<file path="src/rtl/intarith_pkg.sv">
package intarith_pkg;

  localparam int INSTR_W = 16;
  localparam int OPC_W   = 8;
  localparam int FIELD_W = 4;

  typedef enum logic [OPC_W-1:0] {
    OP_ADDK_IZ = 8'hA0,
    OP_ADDK_IO = 8'hA1,
    OP_ADDK_R  = 8'hA2,
    OP_ADD_IZ  = 8'hA4,
    OP_ADD_IO  = 8'hA5,
    OP_ADD_R   = 8'hA6,
    OP_ADDC_R  = 8'hA7,
    OP_CMP_IZ  = 8'hA8,
    OP_CMP_IO  = 8'hA9,
    OP_CMP_R   = 8'hAA,
    OP_SUB_R   = 8'hAC,
    OP_SUBC_R  = 8'hAD,
    OP_SUBK_R  = 8'hAE
  } opcode_e;

  typedef struct packed {
    logic legal;
    logic sub;
    logic use_imm;
    logic imm_ones;
    logic use_carry;
    logic set_flags;
    logic wb;
  } ctrl_t;

  typedef struct packed {
    logic n;
    logic z;
    logic v;
    logic c;
  } flags_t;

endpackage

</file>
<file path="src/rtl/intarith_decode.sv">
module intarith_decode
  import intarith_pkg::*;
(
  input  logic [OPC_W-1:0] opcode,
  output ctrl_t            ctrl
);

  always_comb begin
    ctrl = '0;
    ctrl.legal = 1'b1;
    case (opcode)
      OP_ADDK_IZ: begin ctrl.use_imm = 1'b1; ctrl.wb = 1'b1; end
      OP_ADDK_IO: begin ctrl.use_imm = 1'b1; ctrl.imm_ones = 1'b1; ctrl.wb = 1'b1; end
      OP_ADDK_R:  begin ctrl.wb = 1'b1; end
      OP_ADD_IZ:  begin ctrl.use_imm = 1'b1; ctrl.set_flags = 1'b1; ctrl.wb = 1'b1; end
      OP_ADD_IO:  begin ctrl.use_imm = 1'b1; ctrl.imm_ones = 1'b1; ctrl.set_flags = 1'b1; ctrl.wb = 1'b1; end
      OP_ADD_R:   begin ctrl.set_flags = 1'b1; ctrl.wb = 1'b1; end
      OP_ADDC_R:  begin ctrl.use_carry = 1'b1; ctrl.set_flags = 1'b1; ctrl.wb = 1'b1; end
      OP_CMP_IZ:  begin ctrl.sub = 1'b1; ctrl.use_imm = 1'b1; ctrl.set_flags = 1'b1; end
      OP_CMP_IO:  begin ctrl.sub = 1'b1; ctrl.use_imm = 1'b1; ctrl.imm_ones = 1'b1; ctrl.set_flags = 1'b1; end
      OP_CMP_R:   begin ctrl.sub = 1'b1; ctrl.set_flags = 1'b1; end
      OP_SUB_R:   begin ctrl.sub = 1'b1; ctrl.set_flags = 1'b1; ctrl.wb = 1'b1; end
      OP_SUBC_R:  begin ctrl.sub = 1'b1; ctrl.use_carry = 1'b1; ctrl.set_flags = 1'b1; ctrl.wb = 1'b1; end
      OP_SUBK_R:  begin ctrl.sub = 1'b1; ctrl.wb = 1'b1; end
      default:    ctrl.legal = 1'b0;
    endcase
  end

endmodule

</file>
<file path="src/rtl/intarith_adder.sv">
module intarith_adder
  import intarith_pkg::*;
#(
  parameter int DATA_W = 32
) (
  input  logic [DATA_W-1:0] op_a,
  input  logic [DATA_W-1:0] op_b,
  input  logic              sub,
  input  logic              use_carry,
  input  logic              carry_in,
  output logic [DATA_W-1:0] sum,
  output flags_t            fl
);

  logic [DATA_W-1:0] b_eff;
  logic              cin;
  logic [DATA_W:0]   full;

  always_comb begin
    // subtraction as a + ~b + 1; a borrow-in removes the +1
    b_eff = sub ? ~op_b : op_b;
    if (sub) cin = use_carry ? ~carry_in : 1'b1;
    else     cin = use_carry ?  carry_in : 1'b0;
    full = {1'b0, op_a} + {1'b0, b_eff} + {{DATA_W{1'b0}}, cin};
    sum  = full[DATA_W-1:0];
    fl.n = sum[DATA_W-1];
    fl.z = ~|sum;
    fl.v = (op_a[DATA_W-1] == b_eff[DATA_W-1]) && (sum[DATA_W-1] != op_a[DATA_W-1]);
    fl.c = sub ? ~full[DATA_W] : full[DATA_W];
  end

endmodule

</file>
<file path="src/rtl/intarith_regfile.sv">
module intarith_regfile #(
  parameter int DATA_W = 32,
  parameter int NREG   = 16,
  localparam int IDX_W = $clog2(NREG)
) (
  input  logic              clk,
  input  logic              rst,
  input  logic [IDX_W-1:0]  ra_idx,
  output logic [DATA_W-1:0] ra_data,
  input  logic [IDX_W-1:0]  rb_idx,
  output logic [DATA_W-1:0] rb_data,
  input  logic              we,
  input  logic [IDX_W-1:0]  w_idx,
  input  logic [DATA_W-1:0] w_data
);

  logic [DATA_W-1:0] regs [NREG];

  always_ff @(posedge clk) begin
    if (rst) begin
      for (int i = 0; i < NREG; i++) regs[i] <= '0;
    end else if (we) begin
      regs[w_idx] <= w_data;
    end
  end

  assign ra_data = regs[ra_idx];
  assign rb_data = regs[rb_idx];

endmodule

</file>
<file path="src/rtl/intarith_exec.sv">
module intarith_exec
  import intarith_pkg::*;
#(
  parameter int DATA_W = 32,
  localparam int IDX_W = FIELD_W,
  localparam int NREG  = 1 << IDX_W,
  localparam int IMM_W = FIELD_W
) (
  input  logic                clk,
  input  logic                rst,
  input  logic                in_valid,
  output logic                in_ready,
  input  logic [INSTR_W-1:0]  instr,
  output logic                out_valid,
  input  logic                out_ready,
  output logic [DATA_W-1:0]   res_data,
  output logic                res_wr,
  output logic [IDX_W-1:0]    res_idx,
  output logic [3:0]          flags_next,
  output logic                illegal,
  output logic [3:0]          flags,
  input  logic                ld_en,
  input  logic [IDX_W-1:0]    ld_idx,
  input  logic [DATA_W-1:0]   ld_data
);

  logic [OPC_W-1:0]  opcode;
  logic [IMM_W-1:0]  src_field;
  logic [IDX_W-1:0]  dst_idx;
  ctrl_t             ctrl;
  logic              fire;
  logic [DATA_W-1:0] ri_val, rj_val, imm_ext, op_b, sum;
  flags_t            add_fl, flags_q, flags_d;
  logic              rf_we;
  logic [IDX_W-1:0]  rf_idx;
  logic [DATA_W-1:0] rf_data;

  assign opcode    = instr[INSTR_W-1 -: OPC_W];
  assign src_field = instr[2*FIELD_W-1 -: FIELD_W];
  assign dst_idx   = instr[FIELD_W-1:0];

  assign in_ready  = out_ready;
  assign out_valid = in_valid;
  assign fire      = in_valid & out_ready;

  intarith_decode u_dec (
    .opcode (opcode),
    .ctrl   (ctrl)
  );

  intarith_regfile #(.DATA_W(DATA_W), .NREG(NREG)) u_rf (
    .clk     (clk),
    .rst     (rst),
    .ra_idx  (dst_idx),
    .ra_data (ri_val),
    .rb_idx  (src_field),
    .rb_data (rj_val),
    .we      (rf_we),
    .w_idx   (rf_idx),
    .w_data  (rf_data)
  );

  assign imm_ext = ctrl.imm_ones ? {{(DATA_W-IMM_W){1'b1}}, src_field}
                                 : {{(DATA_W-IMM_W){1'b0}}, src_field};
  assign op_b    = ctrl.use_imm ? imm_ext : rj_val;

  intarith_adder #(.DATA_W(DATA_W)) u_add (
    .op_a      (ri_val),
    .op_b      (op_b),
    .sub       (ctrl.sub),
    .use_carry (ctrl.use_carry),
    .carry_in  (flags_q.c),
    .sum       (sum),
    .fl        (add_fl)
  );

  assign flags_d    = (ctrl.legal && ctrl.set_flags) ? add_fl : flags_q;
  assign res_data   = sum;
  assign res_idx    = dst_idx;
  assign res_wr     = in_valid & ctrl.legal & ctrl.wb;
  assign illegal    = in_valid & ~ctrl.legal;
  assign flags_next = flags_d;
  assign flags      = flags_q;

  // committing instruction owns the write port; a load only fills idle cycles
  always_comb begin
    if (fire) begin
      rf_we   = ctrl.legal & ctrl.wb;
      rf_idx  = dst_idx;
      rf_data = sum;
    end else begin
      rf_we   = ld_en;
      rf_idx  = ld_idx;
      rf_data = ld_data;
    end
  end

  always_ff @(posedge clk) begin
    if (rst)       flags_q <= '0;
    else if (fire) flags_q <= flags_d;
  end

endmodule

</file>
<file path="config.mk">
export PLATFORM = sky130hd
export DESIGN_NAME = intarith_exec
export DESIGN_NICKNAME = d
export VERILOG_FILES = /design/src/rtl/intarith_pkg.sv /design/src/rtl/intarith_decode.sv /design/src/rtl/intarith_adder.sv /design/src/rtl/intarith_regfile.sv /design/src/rtl/intarith_exec.sv
export SDC_FILE = /design/constraint.sdc
export NUM_CORES = 1
export LEC_CHECK = 0
export BUFFER_PORTS_ARGS = -buffer_cell sky130_fd_sc_hd__buf_2
export CORE_MARGIN = 4
export CORE_UTILIZATION = 56
export DETAILED_ROUTE_END_ITERATION = 8
export PLACE_DENSITY = 0.7
export REMOVE_ABC_BUFFERS = 1
export SLEW_MARGIN = 20
export SYNTH_ARGS = -nofsm -noshare
export SYNTH_HDL_FRONTEND = slang
export SYNTH_SLANG_ARGS = --single-unit
export TNS_END_PERCENT = 30
</file>
<file path="constraint.sdc">
create_clock -name clk -period 22 [get_ports clk]
set_clock_uncertainty 0.05 [all_clocks]
set_input_delay 4.4 -clock clk [delete_from_list [all_inputs] [get_ports clk]]
set_output_delay 4.4 -clock clk [all_outputs]
set_load 0.02 [all_outputs]
</file>
==> qor.yml <==
run_status:
  outcome: "finished clean"
clock_tree:
  clockRootBuffer: "clkbuf_16"
  htree_levels: 2
  path_clk_slew_ns: 0.06
  clockBufferDepth: 3
  cts_hold_buf: 0
  ctsResizeCount: 0
  cts_tree: "yes"
  clk_latency_ns: 0.61
  clock_sink_count: 516
  cts_setup_buffers: 0
  cts_buffers: 53
die:
  die_w_um: 235
  rows: 82
  start_util_pct: 57.1
  num_io_pins: 105
  core_sq_um: 50500
  dieArea_sq_um: 55200
  die_h_um: 235
setup_path:
  cpPeakStageDelay_ns: 0.59
  worstSetupEndpointType: "primary output"
  required_ns: 17.55
  path_max_fanout: 61
  worstSetupEndpoint: "flags_next[2]"
  crit_start: "instr[4]"
  startpoint_type: "input pin"
  timing.rr.start: "u_rf.regs[3][0]"
  critical_path_buf_inv_count: 3
  cp.depth: 19
  arrival_ns: 10.94
  critical_path.top_delay_family: "simple AND/OR/NAND/NOR gates"
  path_cells: "clkbuf_8, buf_4, mux4_2, mux4_2, mux2i_1, xnor2_1, fa_1, fa_1, nand2b_1, a21oi_1, xnor2_1, nand4_1, or4_1, or4_1, nor4b_1, and4_1, nand4_1, o21ai_1, buf_2"
  slowest_stage: "buf_4"
  rrSetupSlack_ns: 16.38
  r2r_cells: 16
  r2r_end: "u_rf.regs[0][30]"
  crit_type: "input pin to primary output"
final_layout:
  nets: 2191
  finish.utilization_pct: 62.9
  multiInputGateArea_sq_um: 12700
  layout.area.seq_sq_um: 15500
  antennaDiodeCount: 0
  n_fill_cell: 3794
  syn2layout_area_growth_pct: 10.1
  drive_gt1_share_pct: 29.5
min_path:
  hold_class: "flip-flop to flip-flop"
grt:
  antenna_found_initial: 0
  grt_usage_pct: 33.5
  grt_pass1_vias: 20100
  gr-total-overflow: 0
  grt_pass1_wl_um: 135000
  grt_max_degree: 84
synth:
  syn-cell-area_sq_um: 28800
  ys.flop_type: "edfxtp_1"
  yosysSeqAreaShare_pct: 53.6
  yosysWarnings: 0
  synthesis.instances: 2071
  synth_edf_count: 512
  avgSynthCellArea_sq_um: 13.9
  yosys_register_bits: 516
  async_flop_share_pct: 0
  ys_types: 71
sta:
  setup_violations: 0
  drv_slew: 0
  worstMarginPinSlew_ns: 1.02
  hold_viol: 0
  finalCritPeriodShare_pct: 70.0
  fin_crit_ns: 15.39
  grt_setup_unrepaired: "false"
  relSlewSlack_pct: 31.7
  finalSetupTns_ns: 0
  fmax_ghz: 0.0650
route:
  drc: 0
  post_drt_wl_per_cell_um: 33.2
  drt-total-wl_um: 93200
  ant_nets: 0
  drt_iter0_drc: 3609
  vias: 20300
  viasPerCell: 7.23
  drt-pass1-iter-count: 5
placed_design:
  dp_hpwl_um: 52500
  io_buffers: 104
  gp_congestion: 0.929
power_and_ir_drop:
  p_leak_nw: 11.2
  power_density_nw_per_um2: 82.5
  vdd_drop_max_v: 0.0000532
run:
  drv_cap: 0
## metrics by stage
stage / cells / setup slack, ns / power, W / hold WS [ns] / area (sq um)
after global placement: 2717 / 6.72 / 0.00172 / 0.458 / 30000
after CTS: 2811 / 6.60 / 0.00261 / 0.494 / 31700
after global routing: 2811 / 6.28 / 0.00270 / 0.497 / 31700
after detailed placement: 2717 / 6.61 / 0.00173 / 0.490 / 30000
final: 2811 / 6.61 / 0.00262 / 0.498 / 31700
after floorplan: 1877 / 7.49 / 0.00150 / 0.521 / 28000
## state kept, by name, summed over array words and instances, names as in the netlist
signal / count
u_rf.regs: 512
flags: 4
## tightest hold or removal path, cell delays in order, from the launching register on
cell	delay, ns
dfxtp_1	0.33
o211ai_1	0.09
o21ai_0	0.08
## power breakdown
| part | internal [W] | total [W] | leakage [nW] | switching [W] |
|---|---|---|---|---|
| combinational | 0.000207 | 0.000590 | 5.06 | 0.000383 |
| sequential | 0.00112 | 0.00114 | 5.32 | 0.0000196 |
| clock | 0.000511 | 0.000889 | 0.820 | 0.000378 |
| total | 0.00184 | 0.00262 | 11.2 | 0.000781 |
## cell usage in the layout, fill, tap and decap left out, drive strengths merged, types with 4 or more instances in the layout
cell type and instances:
a211oi 6, nand2 74, xor2 38, a21o 15, nand2b 6, clkinv 23
edfxtp 512, dfxtp 4, buf 166, mux2 5, mux4 318, bufinv 5
mux2i 26, xnor2 17, or4 7, and3 4, nand4 12, nor4 4
o21ai 30, clkbuf 67, nor2 555, inv 21, ha 32, a31oi 9
nand3b 11, nand3 18, o21a 7, and2 4, a21oi 77, o211ai 5
and4 4, nor3 17
## synthesized netlist by cell type (all sizes together) (5+ instances only)
cell type / instances / area share [%]
xor2: 38 / 1.2
ha: 32 / 1.4
nand3b: 11 / 0.29
a21oi: 77 / 1.4
a21o: 15 / 0.39
edfxtp: 512 / 53
xnor2: 17 / 0.52
a211oi: 6 / 0.17
buf: 53 / 0.88
o21ai: 30 / 0.53
nand4: 12 / 0.26
nor2: 555 / 7.2
inv: 20 / 0.26
or4: 7 / 0.18
nand2b: 6 / 0.13
o211ai: 5 / 0.15
mux4: 318 / 25
nor3: 17 / 0.30
a31oi: 9 / 0.20
mux2i: 26 / 0.97
mux2: 5 / 0.20
nand3: 18 / 0.31
nand2: 74 / 0.96
o21a: 7 / 0.18
clkbuf: 141 / 1.8
## cells by family after synthesis
| family | share of synthesized area (%) |
|---|---|
| muxes | 26.0 |
| xor gates and xnor gates | 1.67 |
| buffers and inverters | 2.98 |
| DFF | 53.6 |
| AOI/OAI and AO/OA | 3.67 |
| adders and majority gates | 1.56 |
| and+or+nand+nor | 10.5 |
## how the worst min path moves through the flow
stage / startpoint / end / slack, ns / depth (start not counted)
2_1_floorplan: flags[2] / flags[2] / 0.52 / 2
3_3_place_gp: flags[1] / flags[1] / 0.46 / 2
3_5_place_dp: flags[2] / flags[2] / 0.49 / 2
4_1_cts: flags[2] / flags[2] / 0.49 / 2
5_1_grt: flags[2] / flags[2] / 0.50 / 2
6_report: flags[1] / flags[1] / 0.50 / 2
## final cells by class
type                    instances  share of cell area, %
clock inverters                29                  0.804
flip-flops and latches        516                   48.7
clock buffers                  65                   4.46
multi-input cells            1341                   39.9
well taps                     672                   2.65
inverters                      20                  0.237
repair buffers                168                   3.25
## per-layer routing
metal	routed length, um	part of all wire [%]	up-vias	track usage [%]
met2	43000	46	1762	51.8
met1	32300	35	10300	47.1
met5	0	0	-	0
met3	14200	15	253	9.17
met4	3660	3.9	0	11.1
li1	-	-	8024	-
(Power assumes the default switching activity.)
